File: config.mk
export PLATFORM = sky130hd
export DESIGN_NAME = tri_interval_timer
export DESIGN_NICKNAME = d
export VERILOG_FILES = /design/src/rtl/tit_pkg.sv /design/src/rtl/tit_prescaler.sv /design/src/rtl/tit_channel.sv /design/src/rtl/tri_interval_timer.sv
export SDC_FILE = /design/constraint.sdc
export NUM_CORES = 1
export LEC_CHECK = 0
export ABC_CLOCK_PERIOD_IN_PS = 2550
export BUFFER_PORTS_ARGS = -buffer_cell sky130_fd_sc_hd__buf_4
export CAP_MARGIN = 5
export CORE_UTILIZATION = 55
export CTS_CLUSTER_DIAMETER = 100
export DETAILED_ROUTE_END_ITERATION = 16
export PLACE_DENSITY_LB_ADDON = 0.1
export RECOVER_POWER = 25
export SYNTH_ARGS = -nofsm -noshare
export SYNTH_HDL_FRONTEND = slang
export SYNTH_SLANG_ARGS = --single-unit
File: constraint.sdc
create_clock -name clk -period 2.55 [get_ports clk]
set_input_delay 0.51 -clock clk [delete_from_list [all_inputs] [get_ports clk]]
set_output_delay 0.51 -clock clk [all_outputs]
set_load 0.03 [all_outputs]
File: src/rtl/tit_pkg.sv
package tit_pkg;
  // Register offsets within the I/O page; the per-channel groups are
  // consecutive so channel i sits at base + i.
  localparam logic [7:0] OFS_CTRL     = 8'h01;
  localparam logic [7:0] OFS_PER_BASE = 8'h0A;
  localparam logic [7:0] OFS_CNT_BASE = 8'h0D;
endpackage

File: src/rtl/tit_prescaler.sv
module tit_prescaler #(
  parameter int UNIT_W     = 8,
  parameter int UNIT_RESET = 16,
  parameter int SLOW_RATIO = 8
) (
  input  logic              clk,
  input  logic              rst,
  input  logic              load_i,
  input  logic [UNIT_W-1:0] load_val_i,
  output logic              fast_tick_o,
  output logic              slow_tick_o
);
  localparam int OCT_W = (SLOW_RATIO > 1) ? $clog2(SLOW_RATIO) : 1;
  localparam logic [OCT_W-1:0] OCT_LAST = OCT_W'(SLOW_RATIO - 1);

  logic [UNIT_W-1:0] unit_q;
  logic [UNIT_W-1:0] base_q;
  logic [OCT_W-1:0]  oct_q;
  logic              fast_q;
  logic              slow_q;

  always_ff @(posedge clk) begin
    if (rst) begin
      unit_q <= UNIT_W'(UNIT_RESET);
      base_q <= '0;
      oct_q  <= '0;
      fast_q <= 1'b0;
      slow_q <= 1'b0;
    end else if (load_i) begin
      unit_q <= (load_val_i == '0) ? UNIT_W'(1) : load_val_i;
      base_q <= '0;
      oct_q  <= '0;
      fast_q <= 1'b0;
      slow_q <= 1'b0;
    end else begin
      fast_q <= 1'b0;
      slow_q <= 1'b0;
      if (base_q >= unit_q - UNIT_W'(1)) begin
        base_q <= '0;
        fast_q <= 1'b1;
        if (oct_q == OCT_LAST) begin
          oct_q  <= '0;
          slow_q <= 1'b1;
        end else begin
          oct_q <= oct_q + OCT_W'(1);
        end
      end else begin
        base_q <= base_q + UNIT_W'(1);
      end
    end
  end

  assign fast_tick_o = fast_q;
  assign slow_tick_o = slow_q;

  // a slow tick only ever coincides with a fast tick
  a_r3_slow_on_fast: assert property (@(posedge clk) disable iff (rst)
    slow_q |-> fast_q);
  // a reload leaves no tick pending in the following cycle
  a_r3_reload_quiet: assert property (@(posedge clk) disable iff (rst)
    load_i |=> (!fast_q && !slow_q));
endmodule

File: src/rtl/tit_channel.sv
module tit_channel #(
  parameter int PER_W = 8,
  parameter int CNT_W = 4
) (
  input  logic             clk,
  input  logic             rst,
  input  logic             tick_i,
  input  logic             ctrl_wr_i,
  input  logic             en_bit_i,
  input  logic             per_wr_i,
  input  logic [PER_W-1:0] per_data_i,
  input  logic             clr_i,
  output logic [CNT_W-1:0] cnt_o
);
  logic             en_q;
  logic [PER_W-1:0] per_q;
  logic [PER_W-1:0] stage_q;
  logic [CNT_W-1:0] cnt_q;
  logic             rise;
  logic             per_change;
  logic             stage_done;
  logic             inc;

  assign rise       = ctrl_wr_i && en_bit_i && !en_q;
  assign per_change = per_wr_i && (per_data_i != per_q);
  // Stored period 0 stands for 2**PER_W: the PER_W-bit sum wraps to 0 there.
  assign stage_done = (PER_W'(stage_q + PER_W'(1)) == per_q);
  assign inc        = en_q && tick_i && stage_done;

  always_ff @(posedge clk) begin
    if (rst) begin
      en_q    <= 1'b0;
      per_q   <= '0;
      stage_q <= '0;
      cnt_q   <= '0;
    end else begin
      if (ctrl_wr_i) en_q <= en_bit_i;
      if (per_change) per_q <= per_data_i;
      if (rise) begin
        stage_q <= '0;
        cnt_q   <= '0;
      end else begin
        if (per_change)
          stage_q <= '0;
        else if (en_q && tick_i)
          stage_q <= stage_done ? '0 : stage_q + PER_W'(1);
        if (clr_i)
          cnt_q <= inc ? CNT_W'(1) : '0;
        else if (inc)
          cnt_q <= cnt_q + CNT_W'(1);
      end
    end
  end

  assign cnt_o = cnt_q;

  // a disabled channel, untouched by clear or enable, holds its count
  a_r2_hold_when_off: assert property (@(posedge clk) disable iff (rst)
    (!en_q && !clr_i && !(ctrl_wr_i && en_bit_i)) |=> $stable(cnt_q));
  // the stage count stays below a nonzero period
  a_r4_stage_below_period: assert property (@(posedge clk) disable iff (rst)
    (per_q != '0) |-> (stage_q < per_q));
  // enabling from off starts the channel from zero
  a_r8_enable_clears: assert property (@(posedge clk) disable iff (rst)
    rise |=> (cnt_q == '0 && stage_q == '0));
  // after a clear the counter holds at most the coincident tick
  a_r9_clear_keeps_tick: assert property (@(posedge clk) disable iff (rst)
    (clr_i && !rise) |=> (cnt_q <= CNT_W'(1)));
  // without clear or enable the counter moves by at most one, wrapping
  a_r10_single_step: assert property (@(posedge clk) disable iff (rst)
    (!clr_i && !rise) |=> (cnt_q == $past(cnt_q) ||
                           cnt_q == CNT_W'($past(cnt_q) + CNT_W'(1))));
endmodule

File: src/rtl/tri_interval_timer.sv
module tri_interval_timer #(
  parameter int DATA_W     = 8,
  parameter int ADDR_W     = 8,
  parameter int UNIT_W     = 8,
  parameter int UNIT_RESET = 16,
  parameter int SLOW_RATIO = 8,
  parameter int NUM_CH     = 3,
  parameter int NUM_SLOW   = 2,
  parameter int CNT_W      = 4
) (
  input  logic              clk,
  input  logic              rst,
  input  logic [ADDR_W-1:0] bus_addr,
  input  logic              wr_en,
  input  logic [DATA_W-1:0] wr_data,
  input  logic              rd_en,
  output logic [DATA_W-1:0] rd_data,
  input  logic              unit_load,
  input  logic [UNIT_W-1:0] unit_value
);
  import tit_pkg::*;

  localparam int PER_W = DATA_W;
  localparam int PAD_W = DATA_W - CNT_W;

  logic             fast_tick;
  logic             slow_tick;
  logic             ctrl_wr;
  logic [CNT_W-1:0] cnt [NUM_CH];
  logic [NUM_CH-1:0] cnt_hit;
  logic [DATA_W-1:0] rd_mux;
  logic [DATA_W-1:0] rd_q;

  tit_prescaler #(
    .UNIT_W(UNIT_W), .UNIT_RESET(UNIT_RESET), .SLOW_RATIO(SLOW_RATIO)
  ) u_presc (
    .clk(clk), .rst(rst),
    .load_i(unit_load), .load_val_i(unit_value),
    .fast_tick_o(fast_tick), .slow_tick_o(slow_tick)
  );

  assign ctrl_wr = wr_en && (bus_addr == ADDR_W'(OFS_CTRL));

  for (genvar i = 0; i < NUM_CH; i++) begin : g_ch
    logic tick;
    logic per_wr;
    if (i < NUM_SLOW) begin : g_slow
      assign tick = slow_tick;
    end else begin : g_fast
      assign tick = fast_tick;
    end
    assign per_wr     = wr_en && (bus_addr == ADDR_W'(OFS_PER_BASE) + ADDR_W'(i));
    assign cnt_hit[i] = (bus_addr == ADDR_W'(OFS_CNT_BASE) + ADDR_W'(i));

    tit_channel #(.PER_W(PER_W), .CNT_W(CNT_W)) u_ch (
      .clk(clk), .rst(rst),
      .tick_i(tick),
      .ctrl_wr_i(ctrl_wr),
      .en_bit_i(wr_data[i]),
      .per_wr_i(per_wr),
      .per_data_i(wr_data),
      .clr_i((rd_en || wr_en) && cnt_hit[i]),
      .cnt_o(cnt[i])
    );
  end

  always_comb begin
    rd_mux = '0;
    for (int i = 0; i < NUM_CH; i++)
      if (cnt_hit[i]) rd_mux = {{PAD_W{1'b0}}, cnt[i]};
  end

  always_ff @(posedge clk) begin
    if (rst) rd_q <= '0;
    else     rd_q <= rd_en ? rd_mux : '0;
  end

  assign rd_data = rd_q;

  // reads outside the counter offsets return zero
  a_r11_unmapped_zero: assert property (@(posedge clk) disable iff (rst)
    (rd_en && cnt_hit == '0) |=> (rd_q == '0));
  // at most one counter offset decodes at a time
  a_r5_single_decode: assert property (@(posedge clk) disable iff (rst)
    $onehot0(cnt_hit));
endmodule

== Word level (Yosys, flattened, before mapping) ==
Cells that the tools add are included.
Word-level totals
  flip-flop bits (word level): 92
  latch bits: 0
  memory bits (writable): 0
  memory bits (read-only): 0
  input bits: 29
  memories kept: 0
Operators by class
  add/sub/neg operators: 9
  multiply operators: 0
  divide/modulo/power cells: 0
  $lt $le $gt $ge: 1
  equality and inequality tests: 14
  shift operators: 0
  multiplexer cells: 19
  bitwise gates (word level): 2
  reductions and logical operators: 41
Operators by type and width (count)
  == test 8 x 4 -> 1 bit, second input constant: 6
  2-to-1 mux 4 bit: 9
  adder 8 x 1 -> 8 bit, second input constant: 4
  2-to-1 mux 8 bit: 4
  == test 8 bit: 3
  inequality test 8 bit: 3
  logical AND 1 bit: 22
  OR reduction 3 bit: 5
  adder 4 x 1 -> 4 bit, second input constant: 3
  OR reduction 2 bit: 5
  == test 8 x 1 -> 1 bit, second input constant: 1
  greater-or-equal comparator 8 bit: 1
  zero test 8 bit: 1
  subtractor 8 x 1 -> 8 bit, second input constant: 1
  nonzero test 2 bit: 3
  2-to-1 mux 1 bit: 5
  OR reduction 4 bit: 1
  adder 3 x 1 -> 3 bit, second input constant: 1
  == test 3 bit, second input constant: 1
  zero test 1 bit: 3
  2-to-1 mux 3 bit: 1
  NOT 1 bit: 2
  logical OR 1 bit: 1

== Logic depth before layout (Yosys ltp) ==
Gate-level depths: netlist of run 1.
  depth after elaboration: 5
  depth in mapped cells: 13

== Modules after synthesis ==
Synthesis of run 1 repeated with hierarchy kept, for this count alone.
Unflattened totals
  cell total of the unflattened synthesis: 615
  area total of the unflattened synthesis: 5320.1 um^2
By module, submodules not included
  tit_channel: instances 3, cells each 153, area each 1296.2 um^2, sequential area each 420.4 um^2
  tit_prescaler: instances 1, cells each 116, area each 1091.0 um^2, sequential area each 420.4 um^2
  tri_interval_timer: instances 1, cells each 40, area each 340.3 um^2, sequential area each 80.1 um^2

== Worst setup path after synthesis of run 1 ==
Ideal clock, no wire load.
  kind: register to register
  from: register g_ch[2].u_ch.stage_q[0]
  to: register g_ch[2].u_ch.cnt_q[3]
  arrival time: 2.310 ns
  required time: 2.480 ns
  path slack: 0.170 ns
  stages on the path, launching flop included: 9
  path buffers: 1
  period minus slack after synthesis: 2.380 ns
  path through: dfxtp_1 ha_1 and3_1 buf_6 xnor2_1 o32a_1 a211o_1 or4_1 a21oi_1
On the way
  cells in the longest elaborated chain, start to end: 4
RTL lines
  start, declared: line tit_channel.sv:17  | logic [PER_W-1:0] stage_q;
  start signal, assigned: line tit_channel.sv:46  | stage_q <= stage_done ? '0 : stage_q + PER_W'(1);
  adder 8 x 1 -> 8 bit: line tit_channel.sv:27  | assign stage_done = (PER_W'(stage_q + PER_W'(1)) == per_q);
  == test 8 bit: line tit_channel.sv:27
  logical AND 1 bit: line tit_channel.sv:28  | assign inc = en_q && tick_i && stage_done;
  nonzero test 2 bit (no source line)
  end signal, assigned: line tit_channel.sv:48  | cnt_q <= inc ? CNT_W'(1) : '0;
  end signal, assigned: line tit_channel.sv:50  | cnt_q <= cnt_q + CNT_W'(1);
  end, declared: line tit_channel.sv:18  | logic [CNT_W-1:0] cnt_q;
No other way between the ends.
A chain may end at the register's enable or synchronous reset.

== Worst setup path in the final report of run 1 ==
  from: register g_ch[1].u_ch.stage_q[1]
  to: register g_ch[1].u_ch.cnt_q[2]
On the way
  cells in the longest elaborated chain, start to end: 4
RTL lines (line)
  start, declared: tit_channel.sv:17
  start signal, assigned: tit_channel.sv:46
  adder 8 x 1 -> 8 bit: tit_channel.sv:27
  == test 8 bit: tit_channel.sv:27
  logical AND 1 bit: tit_channel.sv:28
  nonzero test 2 bit (no source line)
  end signal, assigned: tit_channel.sv:48
  end signal, assigned: tit_channel.sv:50
  end, declared: tit_channel.sv:18
No other way between the ends.

==> reports/qor.yml, run 1 <==
share_of_final_layout_standard_cells_stronger_than_drive_strength_1_pct: 13.0
dp_cells: 727
r2r.worst_path.cells: 7
detailroute.via_count: 4356
antennaDiodeCount: 0
synthCells: 608
reg2reg_to: "g_ch[1].u_ch.cnt_o[2]"
yosys-top-cells-area: "sky130_fd_sc_hd__dfxtp_1, sky130_fd_sc_hd__mux2i_1, sky130_fd_sc_hd__xor2_1"
timing_max_transition_violations_final: 0
seq_area_frac_synth_pct: 34.1
post-route-util_pct: 62.6
crit_arrival_ns: 2.70
global_router_s_overall_resource_usage_pct: 23.9
wl_per_cell_um: 15.2
finalWeightedCongestion: 0.853
result_of_the_run: "finished, final reports clean"
yosys_most_used_dff: "sky130_fd_sc_hd__dfxtp_1"
routed_wl_mm: 11.3
post_synth_instance_area_mm2: 0.00517
maxCapViolCount: 0
ys_warn_count: 0
worstPathBufferInverterCount: 0
worst_rel_slew_slack_pct: 54.2
final.period_utilization_pct: 94.1
synth_area_leader_cell: "sky130_fd_sc_hd__dfxtp_1"
die_area_mm2: 0.00979
grt_max_degree: 42
grt_setup_unrepaired: "yes"
crit_family: "simple AND/OR/NAND/NOR gates"
n_fill_cell: 804
post_synthesis_area_per_instance_um2: 8.50
fmaxAchievable_mhz: 417
final.setup_skew_ns: 0.00786
worst_endpoint_required_time_ns: 2.85
whs_path_depth: 2
worst_r2r_startpoint: "g_ch[1].u_ch.stage_q[1]"
hold_buffers: 0
floorplan.io_pins: 37
async_reset_ff_share_pct: 0
time_the_final_worst_path_needs_with_i_o_delays_and_setup_ns: 2.40
core_area_mm2: 0.00915
timing.final.hold_violations: 0
cts_tree: "built"
grt_pass1_wl_mm: 18.7
initial_utilization_pct: 56.5
port_buffers: 32
worst_hold_path_type: "in -> reg"
num-nets-final: 675
critical_path.slowest_cell: "sky130_fd_sc_hd__or4_1"
yosys.cell_types.count: 66
drc: 0
regToRegSetupSlack_ns: 0.15
path_clk_slew_ns: 0.09
most_common_library_cell_in_the_layout_ignoring_fill_and_taps: "sky130_fd_sc_hd__dfxtp_1"
clk_path_buf_depth: 2
die_height_um: 98.9
detail_route.iter0.violations: 272
rows: 35
list_of_cells_traversed_by_the_critical_path: "ha_1, nand3_2, or3_4, a2111oi_4, o211ai_1, or4_1, a21oi_2"
timing.setup.critical_path_class: "reg -> reg"
hold_path.startpoint: "unit_value[4]"
tightest_slew_ns: 0.680
detailedRoute.firstPassIterationCount: 5
via_count_of_the_first_global_routing_pass: 3938
worst_skew_pair.late_latency_ns: 0.36
drtAntennaViolNets: 0
top_library_cells_by_usage_in_the_layout_fill_and_taps_aside: "sky130_fd_sc_hd__dfxtp_1, sky130_fd_sc_hd__nor2_1, sky130_fd_sc_hd__nand2_1, sky130_fd_sc_hd__buf_4, sky130_fd_sc_hd__xor2_1"
crit_fanout: 6
route.detailed.vias_per_inst: 5.85
setup_viol: 0
cp-start-kind: "flip-flop"
grt_overflow_total: 0
detailed_place_hpwl_mm: 8.19
end_kind: "flip-flop"
final_cell_count_no_fill: 744
clock_sink_count: 88
grt_antenna_before_repair: 0
hold_path_end: "u_presc.unit_q[4]"
p_leak_uw: 0.00237
die-width_um: 98.9
synth_largest_type_area_fraction_pct: 34.1
number_of_synthesized_register_bits: 88
areaGrowthSynthToFinish_pct: 10.9
count_of_flip_flops_with_a_built_in_enable_after_synthesis: 0
cts.root.buffer_cell: "sky130_fd_sc_hd__clkbuf_8"
totalPowerFinal_uw: 2990
power.ir.vdd_worst_mv: 0.307
crit_path_max_incr_delay_ns: 0.57
cts-buffers-inserted: 9
pwr_density_cell_mw_per_mm2: 522
h-tree-depth: 3
synthesized netlist by cell type, drive strengths merged, types with 17 or more instances:
library cell and number:
nand3 21, a21oi 28, buf 21, dfxtp 88, ha 18, mux2i 35
clkbuf 24, a211oi 17, nor2 60, xnor2 24, xor2 38, nand2 49
sequential cells by signal, summed over array words and instances, names as in the netlist:
register / cells
g_ch.u_ch.stage_q: 24
g_ch.u_ch.per_q: 24
u_presc.slow_tick_o: 1
u_presc.oct_q: 3
g_ch.u_ch.cnt_o: 12
u_presc.fast_tick_o: 1
g_ch.u_ch.en_q: 3
rd_data: 4
u_presc.unit_q: 8
u_presc.base_q: 8
metrics by stage:
| step | hold slack, ns | setup WS, ns | cell area [um2] | TNS [ns] |
|---|---|---|---|---|
| after detailed placement | 0.448 | 0.0528 | 5480 | 0 |
| after CTS | 0.366 | 0.0310 | 5690 | 0 |
| after global routing | 0.375 | -0.0175 | 5730 | -0.0418 |
| after floorplan | 0.427 | 0.170 | 5180 | 0 |
| final | 0.374 | 0.151 | 5730 | 0 |
| after global placement | 0.436 | 0.130 | 5480 | 0 |
cell families (layout without fill, tap and decap cells):
| logic type | after synthesis | after routing | synth area share (%) |
|---|---|---|---|
| compound gates | 115 | 115 | 15.9 |
| xor+xnor | 62 | 62 | 10.5 |
| other cells | 1 | 4 | 0.0726 |
| simple gates | 229 | 229 | 23.0 |
| fa+ha+maj | 18 | 18 | 4.36 |
| buf+inv | 60 | 82 | 5.35 |
| flops | 88 | 88 | 34.1 |
| mux | 35 | 35 | 6.78 |
cell type report:
type	instances	area, um2	area share, %
inverter	15	56.3	0.982
tap	111	139	2.42
multi-input combinational	463	3200	55.8
clock inverter	3	65.1	1.13
sequential	88	1770	30.8
clock buffer	13	149	2.60
timing repair buffer	51	357	6.22
worst register-to-register path, cell delays in order, from the launching register on:
cell                        delay [ns]
sky130_fd_sc_hd__dfxtp_2          0.36
sky130_fd_sc_hd__ha_1             0.19
sky130_fd_sc_hd__nand3_2          0.11
sky130_fd_sc_hd__or3_4            0.41
sky130_fd_sc_hd__a2111oi_4        0.33
sky130_fd_sc_hd__o211ai_1         0.25
sky130_fd_sc_hd__or4_1            0.57
sky130_fd_sc_hd__a21oi_2          0.14
repair_timing:
action,in CTS,in global routing
buffers inserted,0,1
resized for setup,0,15
endpoints found under the setup margin,0,17
per-layer routing:
metal	track usage, %	wire [um]	vias to the layer above
met5	0	0	-
met3	3.05	378	11
met1	31.8	5400	2073
met2	40.3	5360	82
met4	7.58	147	0
li1	-	-	2190
how the worst max path moves through the flow:
| stage | startpoint | endpoint | slack, ns | cells past startpoint |
|---|---|---|---|---|
| after floorplan | g_ch[2].u_ch.stage_q[0] | g_ch[2].u_ch.cnt_o[3] | 0.17 | 8 |
| after global placement | g_ch[1].u_ch.stage_q[1] | g_ch[1].u_ch.cnt_o[3] | 0.13 | 7 |
| after detailed placement | u_presc.unit_q[2] | u_presc.base_q[5] | 0.05 | 11 |
| after CTS | u_presc.unit_q[2] | u_presc.base_q[3] | 0.03 | 11 |
| after global routing | g_ch[1].u_ch.stage_q[4] | g_ch[1].u_ch.cnt_o[2] | -0.02 | 6 |
| final | g_ch[1].u_ch.stage_q[1] | g_ch[1].u_ch.cnt_o[2] | 0.15 | 7 |
power breakdown:
group / switching (uW) / leakage, uW / internal, uW
registers: 94.8 / 0.000716 / 1430
logic: 199 / 0.00155 / 189
clock network: 499 / 0.000108 / 580
total: 793 / 0.00237 / 2200
(Power assumes the default switching activity.)
==> run 2, diff against run 1 <==
- CORE_UTILIZATION: 55 -> 57
- CTS_BUF_LIST: unset -> sky130_fd_sc_hd__clkbuf_4 sky130_fd_sc_hd__clkbuf_8
==> run 2 against run 1 <==
  * Global-route usage up 1.5 points
  * Cell count decreased by 0.40%
  * Final area up 0.24%
  * Die area down 3.4%
  * Register-to-register slack worse by 0.03 ns
==> reports/qor.yml, run 2 (synthesis gave the netlist of run 1 again) <==
result_of_the_run: "finished, final reports clean"
global_router_s_overall_resource_usage_pct: 25.4  # +1.5 points
cts_tree: "built"
floorplan.io_pins: 37  # unchanged
drtAntennaViolNets: 0  # unchanged
cts-buffers-inserted: 9  # unchanged
worst_rel_slew_slack_pct: 60.5  # +6.3 points
wl_per_cell_um: 15.5  # +2.5%
crit_path_max_incr_delay_ns: 0.51  # -0.06 ns
postCtsSetupRepairBufs: 0  # unchanged
dp_worst_setup_slack_ns: 0.0421  # -0.0107 ns
clock_sink_count: 88  # unchanged
final.period_utilization_pct: 95.3  # +1.2 points
tightest_slew_ns: 0.592  # -0.0880 ns
crit_arrival_ns: 2.73  # +0.03 ns
finalWeightedCongestion: 0.846  # -0.86%
h-tree-depth: 3  # unchanged
worst_hold_path_type: "in -> reg"
grt_pass1_wl_mm: 19.7  # +5.1%
clk_path_buf_depth: 2  # unchanged
postPlaceCellArea_mm2: 0.00548  # about the same
cts.root.buffer_cell: "sky130_fd_sc_hd__clkbuf_8"
detail_route.iter0.violations: 167  # -39%
rows: 34  # -2.9%
routed_wl_mm: 11.5  # +2.1%
grt_antenna_before_repair: 0  # unchanged
timing.final.hold_violations: 0  # unchanged
drc: 0  # unchanged
path_clk_slew_ns: 0.09  # about the same
crit_fanout: 8  # +2
detailedRoute.firstPassIterationCount: 4  # -1
p_leak_uw: 0.00238  # +0.39%
share_of_final_layout_standard_cells_stronger_than_drive_strength_1_pct: 13.4  # +0.47 points
time_the_final_worst_path_needs_with_i_o_delays_and_setup_ns: 2.43  # +0.0315 ns
finalInstanceArea_mm2: 0.00575  # +0.24%
final.setup_skew_ns: 0.00744  # -0.000424 ns
final_cell_count_no_fill: 741  # -0.40%
core_area_mm2: 0.00876  # -4.3%
timing_max_transition_violations_final: 0  # unchanged
maxCapViolCount: 0  # unchanged
cp-start-kind: "flip-flop"
end_kind: "flip-flop"
most_common_library_cell_in_the_layout_ignoring_fill_and_taps: "sky130_fd_sc_hd__dfxtp_1"
worst_endpoint_required_time_ns: 2.85  # about the same
via_count_of_the_first_global_routing_pass: 4224  # +7.3%
power.ir.vdd_worst_mv: 0.351  # +14%
list_of_cells_traversed_by_the_critical_path: "and4_1, nand4_2, o32a_1, a211o_1, or4_1, a21oi_1"
worst_skew_pair.late_latency_ns: 0.37  # about the same
port_buffers: 32  # unchanged
die-width_um: 97.2  # -1.7%
die_height_um: 97.2  # -1.7%
die_area_mm2: 0.00945  # -3.4%
initial_utilization_pct: 59.0  # +2.5 points
worstPathBufferInverterCount: 0  # unchanged
num-nets-final: 675  # unchanged
detailed_place_hpwl_mm: 8.49  # +3.7%
setup_viol: 0  # unchanged
detailroute.via_count: 4376  # +0.46%
crit_family: "simple AND/OR/NAND/NOR gates"
pwr_density_cell_mw_per_mm2: 529  # +1.5%
dp_cells: 725  # -0.28%
critical_path.slowest_cell: "sky130_fd_sc_hd__or4_1"
setup_ws_post_layout_ns: 0.119  # -0.0315 ns
route.detailed.vias_per_inst: 5.91  # +0.87%
areaGrowthSynthToFinish_pct: 11.2
top_library_cells_by_usage_in_the_layout_fill_and_taps_aside: "sky130_fd_sc_hd__dfxtp_1, sky130_fd_sc_hd__nor2_1, sky130_fd_sc_hd__nand2_1, sky130_fd_sc_hd__buf_4, sky130_fd_sc_hd__xor2_1"
antennaDiodeCount: 0  # unchanged
grt_max_degree: 42  # unchanged
regToRegSetupSlack_ns: 0.12  # -0.03 ns
timing.setup.critical_path_class: "reg -> reg"
fmaxAchievable_mhz: 411  # -1.3%
grt_overflow_total: 0  # unchanged
==> run 2: changes by cell type in the layout (fill, tap and decap cells not counted), sizes merged <==
cell and change:
buf -1, clkinvlp +1
==> run 2: path summary, 6_finish.rpt <==
kind,start,end,cells past startpoint
setup / recovery,g_ch[2].u_ch.stage_q[3],g_ch[2].u_ch.cnt_o[3],6
hold / removal,unit_value[4],u_presc.unit_q[4],2
hold reg to reg,u_presc.oct_q[2],u_presc.oct_q[2],2
setup reg to reg,g_ch[2].u_ch.stage_q[3],g_ch[2].u_ch.cnt_o[3],6
==> run 2: per-layer routing <==
layer / global-route usage [%] / share of wire [%] / vias up / routed length, um
li1: - / - / 2185 / -
met1: 32.4 / 46 / 2098 / 5300
met2: 43.7 / 49 / 81 / 5620
met3: 4.24 / 3.8 / 12 / 432
met4: 8.37 / 1.5 / 0 / 168
met5: 0 / 0 / - / 0
==> run 2: final cells by class <==
type / count / area (um2)
Multi-Input combinational cell: 463 / 3200
Fill cell: 761 / 3020
Sequential cell: 88 / 1770
Timing Repair Buffer: 51 / 357
Clock buffer: 12 / 159
Tap cell: 108 / 135
Clock inverter: 4 / 76.3
Inverter: 15 / 56.3
==> run 2: what timing repair did <==
action | in CTS | in global routing
cloned | 0 | 0
gates resized for setup | 2 | 16
pin swaps | 0 | 4
hold buffers | 0 | 0
endpoints found under the setup margin | 2 | 16
==> run 2: worst register-to-register path: cells and delay by family, from the launching register on <==
kind	cells	cell delay [ns]
AO/OA/AOI/OAI	3	0.84
flip-flops	1	0.47
AND/OR/NAND/NOR	3	1.05
==> run 2: metrics by stage <==
| stage | power [uW] | hold WS, ns | setup TNS (ns) | util [%] |
|---|---|---|---|---|
| global route | 3180 | 0.369 | -0.0950 | 65.6 |
| finish | 3040 | 0.375 | 0 | 65.6 |
| floorplan | 1840 | 0.427 | 0 | - |
| CTS | 3050 | 0.365 | 0 | 65.4 |
| global placement | 1910 | 0.435 | 0 | 62.6 |
| detailed placement | 1930 | 0.441 | 0 | 62.6 |
==> run 2: report_power, final <==
part           switching (uW)  leakage (uW)  internal (uW)
Clock                     501      0.000116            618
Combinational             208       0.00155            194
Sequential               92.3      0.000716           1430
Total                     801       0.00238           2240
